==> config.mk <==
export PLATFORM = sky130hd
export DESIGN_NAME = irq_status_unit
export DESIGN_NICKNAME = d
export VERILOG_FILES = /design/src/rtl/irq_status_pkg.sv /design/src/rtl/irq_event_latch.sv /design/src/rtl/irq_mask_reg.sv /design/src/rtl/irq_summary.sv /design/src/rtl/irq_status_unit.sv
export SDC_FILE = /design/constraint.sdc
export NUM_CORES = 1
export LEC_CHECK = 0
export ABC_CLOCK_PERIOD_IN_PS = 1650
export BUFFER_PORTS_ARGS = -buffer_cell sky130_fd_sc_hd__buf_2
export CAP_MARGIN = 40
export CORE_ASPECT_RATIO = 2
export CORE_MARGIN = 10
export CORE_UTILIZATION = 49
export DETAILED_ROUTE_END_ITERATION = 10
export GPL_ROUTABILITY_DRIVEN = 0
export GPL_TIMING_DRIVEN = 0
export PLACE_DENSITY_LB_ADDON = 0.25
export SETUP_SLACK_MARGIN = 0.2
export SYNTH_ARGS = -nofsm -noshare
export SYNTH_HDL_FRONTEND = slang
export SYNTH_SLANG_ARGS = --single-unit
==> constraint.sdc <==
create_clock -name clk -period 1.65 [get_ports clk]
set_clock_uncertainty 0.05 [all_clocks]
set_input_delay 0.165 -clock clk [delete_from_list [all_inputs] [get_ports clk]]
set_output_delay 0.165 -clock clk [all_outputs]
set_load 0.03 [all_outputs]
==> src/rtl/irq_status_pkg.sv <==
package irq_status_pkg;
  localparam int unsigned EV_W    = 16;
  localparam int unsigned FLAG_W  = 3;   // summary, rx idle, tx idle
  localparam logic [EV_W-1:0] COMMON_EVENTS = 16'h0FBF;
  localparam logic [EV_W-1:0] CLEARABLE     = 16'h7FFF;

  function automatic logic [EV_W-1:0] latched_set(input bit wide);
    return wide ? (COMMON_EVENTS | 16'h7000) : (COMMON_EVENTS | 16'h1000);
  endfunction

  function automatic logic [EV_W-1:0] level_set(input bit wide);
    return wide ? 16'h0000 : 16'h8000;
  endfunction
endpackage

==> src/rtl/irq_event_latch.sv <==
module irq_event_latch
  import irq_status_pkg::*;
#(
  parameter logic [EV_W-1:0] LATCH_BITS = 16'h7FBF,
  parameter logic [EV_W-1:0] LEVEL_BITS = 16'h0000
) (
  input  logic            clk,
  input  logic            rst_n,
  input  logic [EV_W-1:0] ev_i,
  input  logic [EV_W-1:0] clr_i,
  output logic [EV_W-1:0] stat_o
);
  localparam logic [EV_W-1:0] USED_BITS = LATCH_BITS | LEVEL_BITS;

  logic unused_ev;
  assign unused_ev = ^(ev_i & ~USED_BITS) ^ ^(clr_i & ~LATCH_BITS);

  for (genvar b = 0; b < EV_W; b++) begin : g_bit
    if (LATCH_BITS[b]) begin : g_latch
      logic held_q;
      always_ff @(posedge clk or negedge rst_n) begin
        if (!rst_n)        held_q <= 1'b0;
        else if (ev_i[b])  held_q <= 1'b1;
        else if (clr_i[b]) held_q <= 1'b0;
      end
      assign stat_o[b] = held_q;
    end else if (LEVEL_BITS[b]) begin : g_level
      assign stat_o[b] = ev_i[b];
    end else begin : g_none
      assign stat_o[b] = 1'b0;
    end
  end
endmodule

==> src/rtl/irq_mask_reg.sv <==
module irq_mask_reg
  import irq_status_pkg::*;
(
  input  logic            clk,
  input  logic            rst_n,
  input  logic            load_i,
  input  logic [EV_W-1:0] data_i,
  output logic [EV_W-1:0] mask_o
);
  always_ff @(posedge clk or negedge rst_n) begin
    if (!rst_n)      mask_o <= '0;
    else if (load_i) mask_o <= data_i;
  end
endmodule

==> src/rtl/irq_summary.sv <==
module irq_summary
  import irq_status_pkg::*;
(
  input  logic [EV_W-1:0] stat_i,
  input  logic [EV_W-1:0] mask_i,
  output logic            pending_o
);
  assign pending_o = |(stat_i & mask_i);
endmodule

==> src/rtl/irq_status_unit.sv <==
module irq_status_unit
  import irq_status_pkg::*;
#(
  parameter bit          WIDE_BUS_ERR = 1'b1,
  parameter int unsigned RD_W         = 32
) (
  input  logic            clk,
  input  logic            rst_n,
  input  logic [EV_W-1:0] ev_i,
  input  logic            rx_idle_i,
  input  logic            tx_idle_i,
  input  logic            reg_wr_i,
  input  logic            reg_addr_i,
  input  logic [EV_W-1:0] reg_wdata_i,
  output logic [RD_W-1:0] reg_rdata_o,
  output logic            irq_o
);
  localparam logic [EV_W-1:0] LATCH_BITS = latched_set(WIDE_BUS_ERR);
  localparam logic [EV_W-1:0] LEVEL_BITS = level_set(WIDE_BUS_ERR);
  localparam int unsigned     PAD_W      = RD_W - EV_W - FLAG_W;

  logic [EV_W-1:0] clr_w, stat_w, mask_w;
  logic            pend_w, wr_stat, wr_mask;

  assign wr_stat = reg_wr_i && !reg_addr_i;
  assign wr_mask = reg_wr_i &&  reg_addr_i;
  assign clr_w   = wr_stat ? (reg_wdata_i & CLEARABLE) : '0;

  irq_event_latch #(.LATCH_BITS(LATCH_BITS), .LEVEL_BITS(LEVEL_BITS)) u_latch (
    .clk(clk), .rst_n(rst_n), .ev_i(ev_i), .clr_i(clr_w), .stat_o(stat_w)
  );

  irq_mask_reg u_mask (
    .clk(clk), .rst_n(rst_n), .load_i(wr_mask), .data_i(reg_wdata_i), .mask_o(mask_w)
  );

  irq_summary u_sum (.stat_i(stat_w), .mask_i(mask_w), .pending_o(pend_w));

  assign irq_o = pend_w;

  always_comb begin
    if (reg_addr_i) reg_rdata_o = {{(RD_W-EV_W){1'b0}}, mask_w};
    else            reg_rdata_o = {{PAD_W{1'b0}}, tx_idle_i, rx_idle_i, pend_w, stat_w};
  end
endmodule

==> flow_metrics.tcl, run 1 <==
set metrics [dict create \
    cts_max_level 2 \
    path_clk_slew_ps 60 \
    critPathArrivalTime_ps 1510 \
    ant_nets 0 \
    cts_setup_buffers 0 \
    p_leak_uw 0.000937 \
    ys_seq_area_frac 0.501 \
    slew_violations 0 \
    insertion_delay_ps 280 \
    vias_per_cell 4.93 \
    start_kind "register" \
    critPathLaunch "u_latch.g_bit[9].g_latch.held_q" \
    drv_cap 0 \
    dieArea_um2 5800 \
    grt_usage 0.132 \
    io_buffers 55 \
    outcome "complete, but fails checks" \
    syn-cell-area_um2 1500 \
    hold_violations 0 \
    grt_max_degree 31 \
    slowest_delay_ps 400 \
    antenna_cells 0 \
    ctsRootBufferMaster "clkbuf_8" \
    required_ps 1430 \
    met3_length_um 297 \
    cts.sinks 30 \
    areaGrowthSynthToFinish_pct 32.7 \
    initial_core_util 0.509 \
    synth_cell_type_count 17 \
    fp.dieH_um 98.2 \
    antenna_found_initial 0 \
    min_path_type "input port to register" \
    rsz0062_at_grt "yes" \
    cts_buffer_depth 2 \
    fillers 239 \
    power_uw 1900 \
    crit_chain "a22oi_1 -> nand2_1 -> or3_1 -> buf_6" \
    irDropWorstVdd_uv 679 \
    vias 1138 \
    finalCritPeriodShare 1.05 \
    core_um2 2940 \
    end_kind "output pin" \
    dp_hpwl_mm 3.03 \
    crit_fanout 3 \
    slew_headroom 0.554 \
    fmax_ghz 0.579 \
    first_pass_iters 4 \
    final_nets 239 \
    grt_remaining_overflow 0 \
    violations "negative setup slack" \
    fin_cells 231 \
    grt_pass1_vias 1250 \
    placementRows 28 \
    setup_tns_ps -79.4 \
    seq_area_um2 751 \
    r2r_end "u_mask.mask_o[2]" \
    syn_avg_cell_area_um2 12.0 \
    fin_area_um2 1990 \
    synth_cells 125 \
    route.detailed.drc 0 \
    multi_input_area_um2 683 \
    reg2reg_depth 1 \
    power.density_nw_per_um2 956 \
    setup_viol 2 \
    place_area_um2 1860 \
    drive_above_1_share 0.507 \
    crit_path_end "irq_o" \
    wl_met1_mm 1.29 \
    grt_pass1_wl_mm 5.95 \
    setup_ws_ps -78.5 \
    drt_iter0_drc 15 \
    cts_made_buffers 5 \
    ys.warnings.count 0 \
    cp_slowest_cell "dfrtp_1" \
    cts_tree "yes" \
    fp.dieW_um 59.1 \
    routed_wl_mm 3.71 \
    dp.cells 222 \
    worst_pin_slew_ps 669 \
    r2r_slack_ps 780 \
    crit_type "register to output pin" \
    boundaryPins 71 \
    synth-seq-cells 30 \
    period_minus_slack_ps 1730 \
    r2r-start "u_mask.mask_o[2]" \
    dr_wl_met2_mm 2.06 \
    avgRoutedWirePerCell_um 16.1 \
    holdWs_ps 8.43 \
    top_layer_used "met4" \
]
-- state kept, by name, indices dropped and copies added, names as in the netlist --
register and cells:
u_latch.g_bit.g_latch.held_q 14, u_mask.mask_o 16
-- cell usage in the layout (no fill, tap or decap) --
cell type / netlist / layout
mux2_2: 20 / 20
nand2_2: 1 / 1
buf_4: 16 / 15
mux2_1: 10 / 10
buf_6: 0 / 3
a22oi_1: 7 / 4
o31a_1: 1 / 1
nand3_2: 0 / 1
dlygate4sd3_1: 0 / 2
nor2b_1: 2 / 2
inv_1: 1 / 1
clkbuf_1: 0 / 2
clkbuf_8: 0 / 5
a21o_1: 14 / 14
and2_1: 2 / 2
a22oi_2: 0 / 3
or3_1: 1 / 1
conb_1: 1 / 13
and2b_1: 1 / 1
buf_2: 1 / 54
dfrtp_1: 30 / 30
nand2_1: 16 / 16
-- metal layers --
metal  up-vias  track usage
li1        558            -
met2        36        0.231
met3         5       0.0610
met5         -            0
met1       539        0.123
met4         0       0.0586
-- area by class of cell --
type / count / area share
sequential: 30 / 0.378
inverter: 1 / 0.00189
timing repair buffer: 57 / 0.155
tap: 30 / 0.0189
clock buffer: 7 / 0.0384
multi-input combinational: 89 / 0.344
buffer: 17 / 0.0648
-- kinds of logic (layout without fill, tap and decap cells) --
logic type | count (synthesis) | after routing | share of synthesized area
multiplexers | 30 | 30 | 0.226
flip-flops | 30 | 30 | 0.501
AND/OR/NAND/NOR | 24 | 24 | 0.0735
AO/OA/AOI/OAI | 22 | 22 | 0.111
other | 1 | 13 | 0.00250
buffers and inverters | 18 | 82 | 0.0860
-- synthesized netlist by cell type (all sizes together) --
| library cell | number | share of area |
|---|---|---|
| and2 | 2 | 0.0084 |
| nand3 | 1 | 0.0033 |
| mux2 | 30 | 0.23 |
| o31a | 1 | 0.0058 |
| and2b | 1 | 0.0050 |
| conb | 1 | 0.0025 |
| a21o | 14 | 0.070 |
| a22oi | 7 | 0.035 |
| buf | 17 | 0.084 |
| dfrtp | 30 | 0.50 |
| inv | 1 | 0.0025 |
| nand2 | 17 | 0.044 |
| or3 | 1 | 0.0042 |
| nor2b | 2 | 0.0084 |
-- critical path: cells and delay by family, from the launching register on --
kind | cells | cell delay, ps
AND/OR/NAND/NOR | 2 | 490
buffers and inverters | 1 | 150
AO/OA/AOI/OAI | 1 | 200
flip-flops | 1 | 400
-- how the worst min path moves through the flow --
stage / startpoint / end / slack [ps] / depth (start not counted)
after floorplan: rst_n / u_latch.g_bit[0].g_latch.held_q / -180 / 0
after global placement: rst_n / u_latch.g_bit[10].g_latch.held_q / 170 / 1
after detailed placement: rst_n / u_mask.mask_o[10] / 190 / 1
after CTS: ev_i[2] / u_latch.g_bit[2].g_latch.held_q / 4 / 2
after global routing: ev_i[2] / u_latch.g_bit[2].g_latch.held_q / 1 / 2
final: ev_i[2] / u_latch.g_bit[2].g_latch.held_q / 8 / 2
-- repair_timing --
| item | 4_1_cts | 5_1_grt |
|---|---|---|
| hold buffers | 1 | 1 |
| endpoints found under the hold margin | 30 | 1 |
| gates cloned | 0 | 0 |
| endpoints found under the setup margin | 2 | 5 |
| pin swaps | 3 | 3 |
| resized for setup | 6 | 3 |
-- stage by stage --
stage / setup slack (ps) / utilization
2_1_floorplan: 312 / -
3_3_place_gp: 161 / 0.631
3_5_place_dp: 128 / 0.631
4_1_cts: -96.2 / 0.668
5_1_grt: -132 / 0.676
6_report: -78.5 / 0.676
-- report_power, final --
group          leakage, uW  internal [uW]  switching (uW)
Combinational     0.000578            210             279
Sequential        0.000320            813            58.6
Clock            0.0000383            289             251
Total             0.000937           1310             588
(Power assumes the default switching activity.)
==> run 2, diff against run 1 <==
--- a/config.mk
+++ b/config.mk
@@ -19,3 +19,4 @@
 export SYNTH_ARGS = -nofsm -noshare
 export SYNTH_HDL_FRONTEND = slang
 export SYNTH_SLANG_ARGS = --single-unit
+export TNS_END_PERCENT = 50
==> run 2 against run 1 <==
  * The flow still finishes with violations (negative setup slack)
  * Critical endpoint unchanged
  * Core utilization unchanged
  * Sequential share of layout area unchanged
  * Clock power about the same
  * Highest routed layer unchanged
  * Fmax unchanged
==> flow_metrics.tcl, run 2 (synthesis gave the netlist of run 1 again) <==
set metrics [dict create \
    fp.dieH_um 98.2 \
    first_pass_iters 4 \
    finalCritPeriodShare 1.05 \
    outcome "complete, but fails checks" \
    drv_cap 0 \
    drt_iter0_drc 16 \
    mostFrequentLayoutCells "buf_2, dfrtp_1, mux2_2, nand2_1, buf_4" \
    rsz0062_at_grt "yes" \
    grt_remaining_overflow 0 \
    irDropWorstVdd_uv 679 \
    required_ps 1430 \
    antenna_found_initial 0 \
    vias_per_cell 4.93 \
    layout_commonest_cell "buf_2" \
    p_leak_uw 0.000937 \
    cts_tree "yes" \
    min_path_type "input port to register" \
    insertion_delay_ps 280 \
    placementRows 28 \
    crit_buf_inv 1 \
    largest_reg_flops 16 \
    vias 1138 \
    io_buffers 55 \
    cts_max_level 2 \
    slew_headroom 0.554 \
    dp_hpwl_mm 3.03 \
    areaGrowthSynthToFinish_pct 32.7 \
    path_depth 4 \
    fmax_ghz 0.579 \
    largest_registers "u_mask.mask_o: 16 flops, u_latch.g_bit.g_latch.held_q: 14 flops" \
    grt_pass1_vias 1250 \
    dp.cells 222 \
    avgRoutedWirePerCell_um 16.1 \
    final_nets 239 \
    crit_chain "a22oi_1 -> nand2_1 -> or3_1 -> buf_6" \
    crit_type "register to output pin" \
    ant_nets 0 \
    grt_pass1_wl_mm 5.95 \
    route.detailed.drc 0 \
    cts_buffer_depth 2 \
    setup_ws_ps -78.5 \
    setup_tns_ps -79.4 \
    period_minus_slack_ps 1730 \
    start_kind "register" \
    hold_violations 0 \
    slowest_delay_ps 400 \
    crit_family "simple AND/OR/NAND/NOR gates" \
    fin_cells 231 \
    end_kind "output pin" \
    core_um2 2940 \
    power.density_nw_per_um2 956 \
    drive_above_1_share 0.507 \
    initial_core_util 0.509 \
    antenna_cells 0 \
    ctsRootBufferMaster "clkbuf_8" \
    reg2reg_depth 1 \
    routed_wl_mm 3.71 \
    cts_setup_buffers 0 \
    crit_fanout 3 \
    grt_max_degree 31 \
    cp_slowest_cell "dfrtp_1" \
    whs_path_depth 2 \
    violations "negative setup slack" \
    boundaryPins 71 \
    cts_made_buffers 5 \
    r2r_slack_ps 780 \
    holdWs_ps 8.43 \
    setup_viol 2 \
    dieArea_um2 5800 \
    path_clk_slew_ps 60 \
    critPathArrivalTime_ps 1510 \
    fp.dieW_um 59.1 \
    worst_pin_slew_ps 669 \
    grt_usage 0.132 \
    slew_violations 0 \
    postLayoutCoreUtil 0.676 \
    cts.sinks 30 \
    largest-register "u_mask.mask_o" \
]
==> run 2: cell counts in the layout (fill, tap and decap cells not counted) <==
Identical to the previous run, type by type.
==> run 2: per-layer routing <==
metal / routed length (um) / GRT usage / vias to the layer above
li1: - / - / 558
met1: 1290 / 0.123 / 539
met2: 2060 / 0.231 / 36
met3: 297 / 0.0610 / 5
met4: 66 / 0.0586 / 0
met5: 0 / 0 / -
==> run 2: worst paths after layout <==
path,from,endpoint
max in group asynchronous,rst_n,u_latch.g_bit[5].g_latch.held_q
setup reg to reg,u_mask.mask_o[2],u_mask.mask_o[2]
hold / removal,ev_i[2],u_latch.g_bit[2].g_latch.held_q
setup / recovery,u_latch.g_bit[9].g_latch.held_q,irq_o
min in group asynchronous,rst_n,u_mask.mask_o[10]
hold reg to reg,u_mask.mask_o[15],u_mask.mask_o[15]
==> run 2: layout make-up <==
| class | instances | area [um2] |
|---|---|---|
| Multi-Input combinational cell | 89 | 683 |
| Clock buffer | 7 | 76.3 |
| Fill cell | 239 | 955 |
| Timing Repair Buffer | 57 | 308 |
| Tap cell | 30 | 37.5 |
| Inverter | 1 | 3.75 |
| Sequential cell | 30 | 751 |
| Buffer | 17 | 129 |
==> run 2: what timing repair did <==
item                       CTS  global route
gates resized for setup      6             3
setup endpoints to repair    2             5
pin swaps                    2             2
hold buffers                 1             1
hold endpoints to repair    30             1
==> run 2: through the flow <==
step,total power (uW),setup slack (ps),instance area (um2)
2_1_floorplan,1200,312,1540
3_3_place_gp,1340,161,1860
5_1_grt,2000,-132,1990
3_5_place_dp,1360,128,1860
6_report,1900,-78.5,1990
4_1_cts,1910,-96.6,1960
==> run 2: power breakdown <==
| group | internal, uW | total (uW) | switching [uW] |
|---|---|---|---|
| registers | 813 | 871 | 58.6 |
| clock network | 289 | 540 | 251 |
| logic | 210 | 489 | 279 |
| total | 1310 | 1900 | 588 |
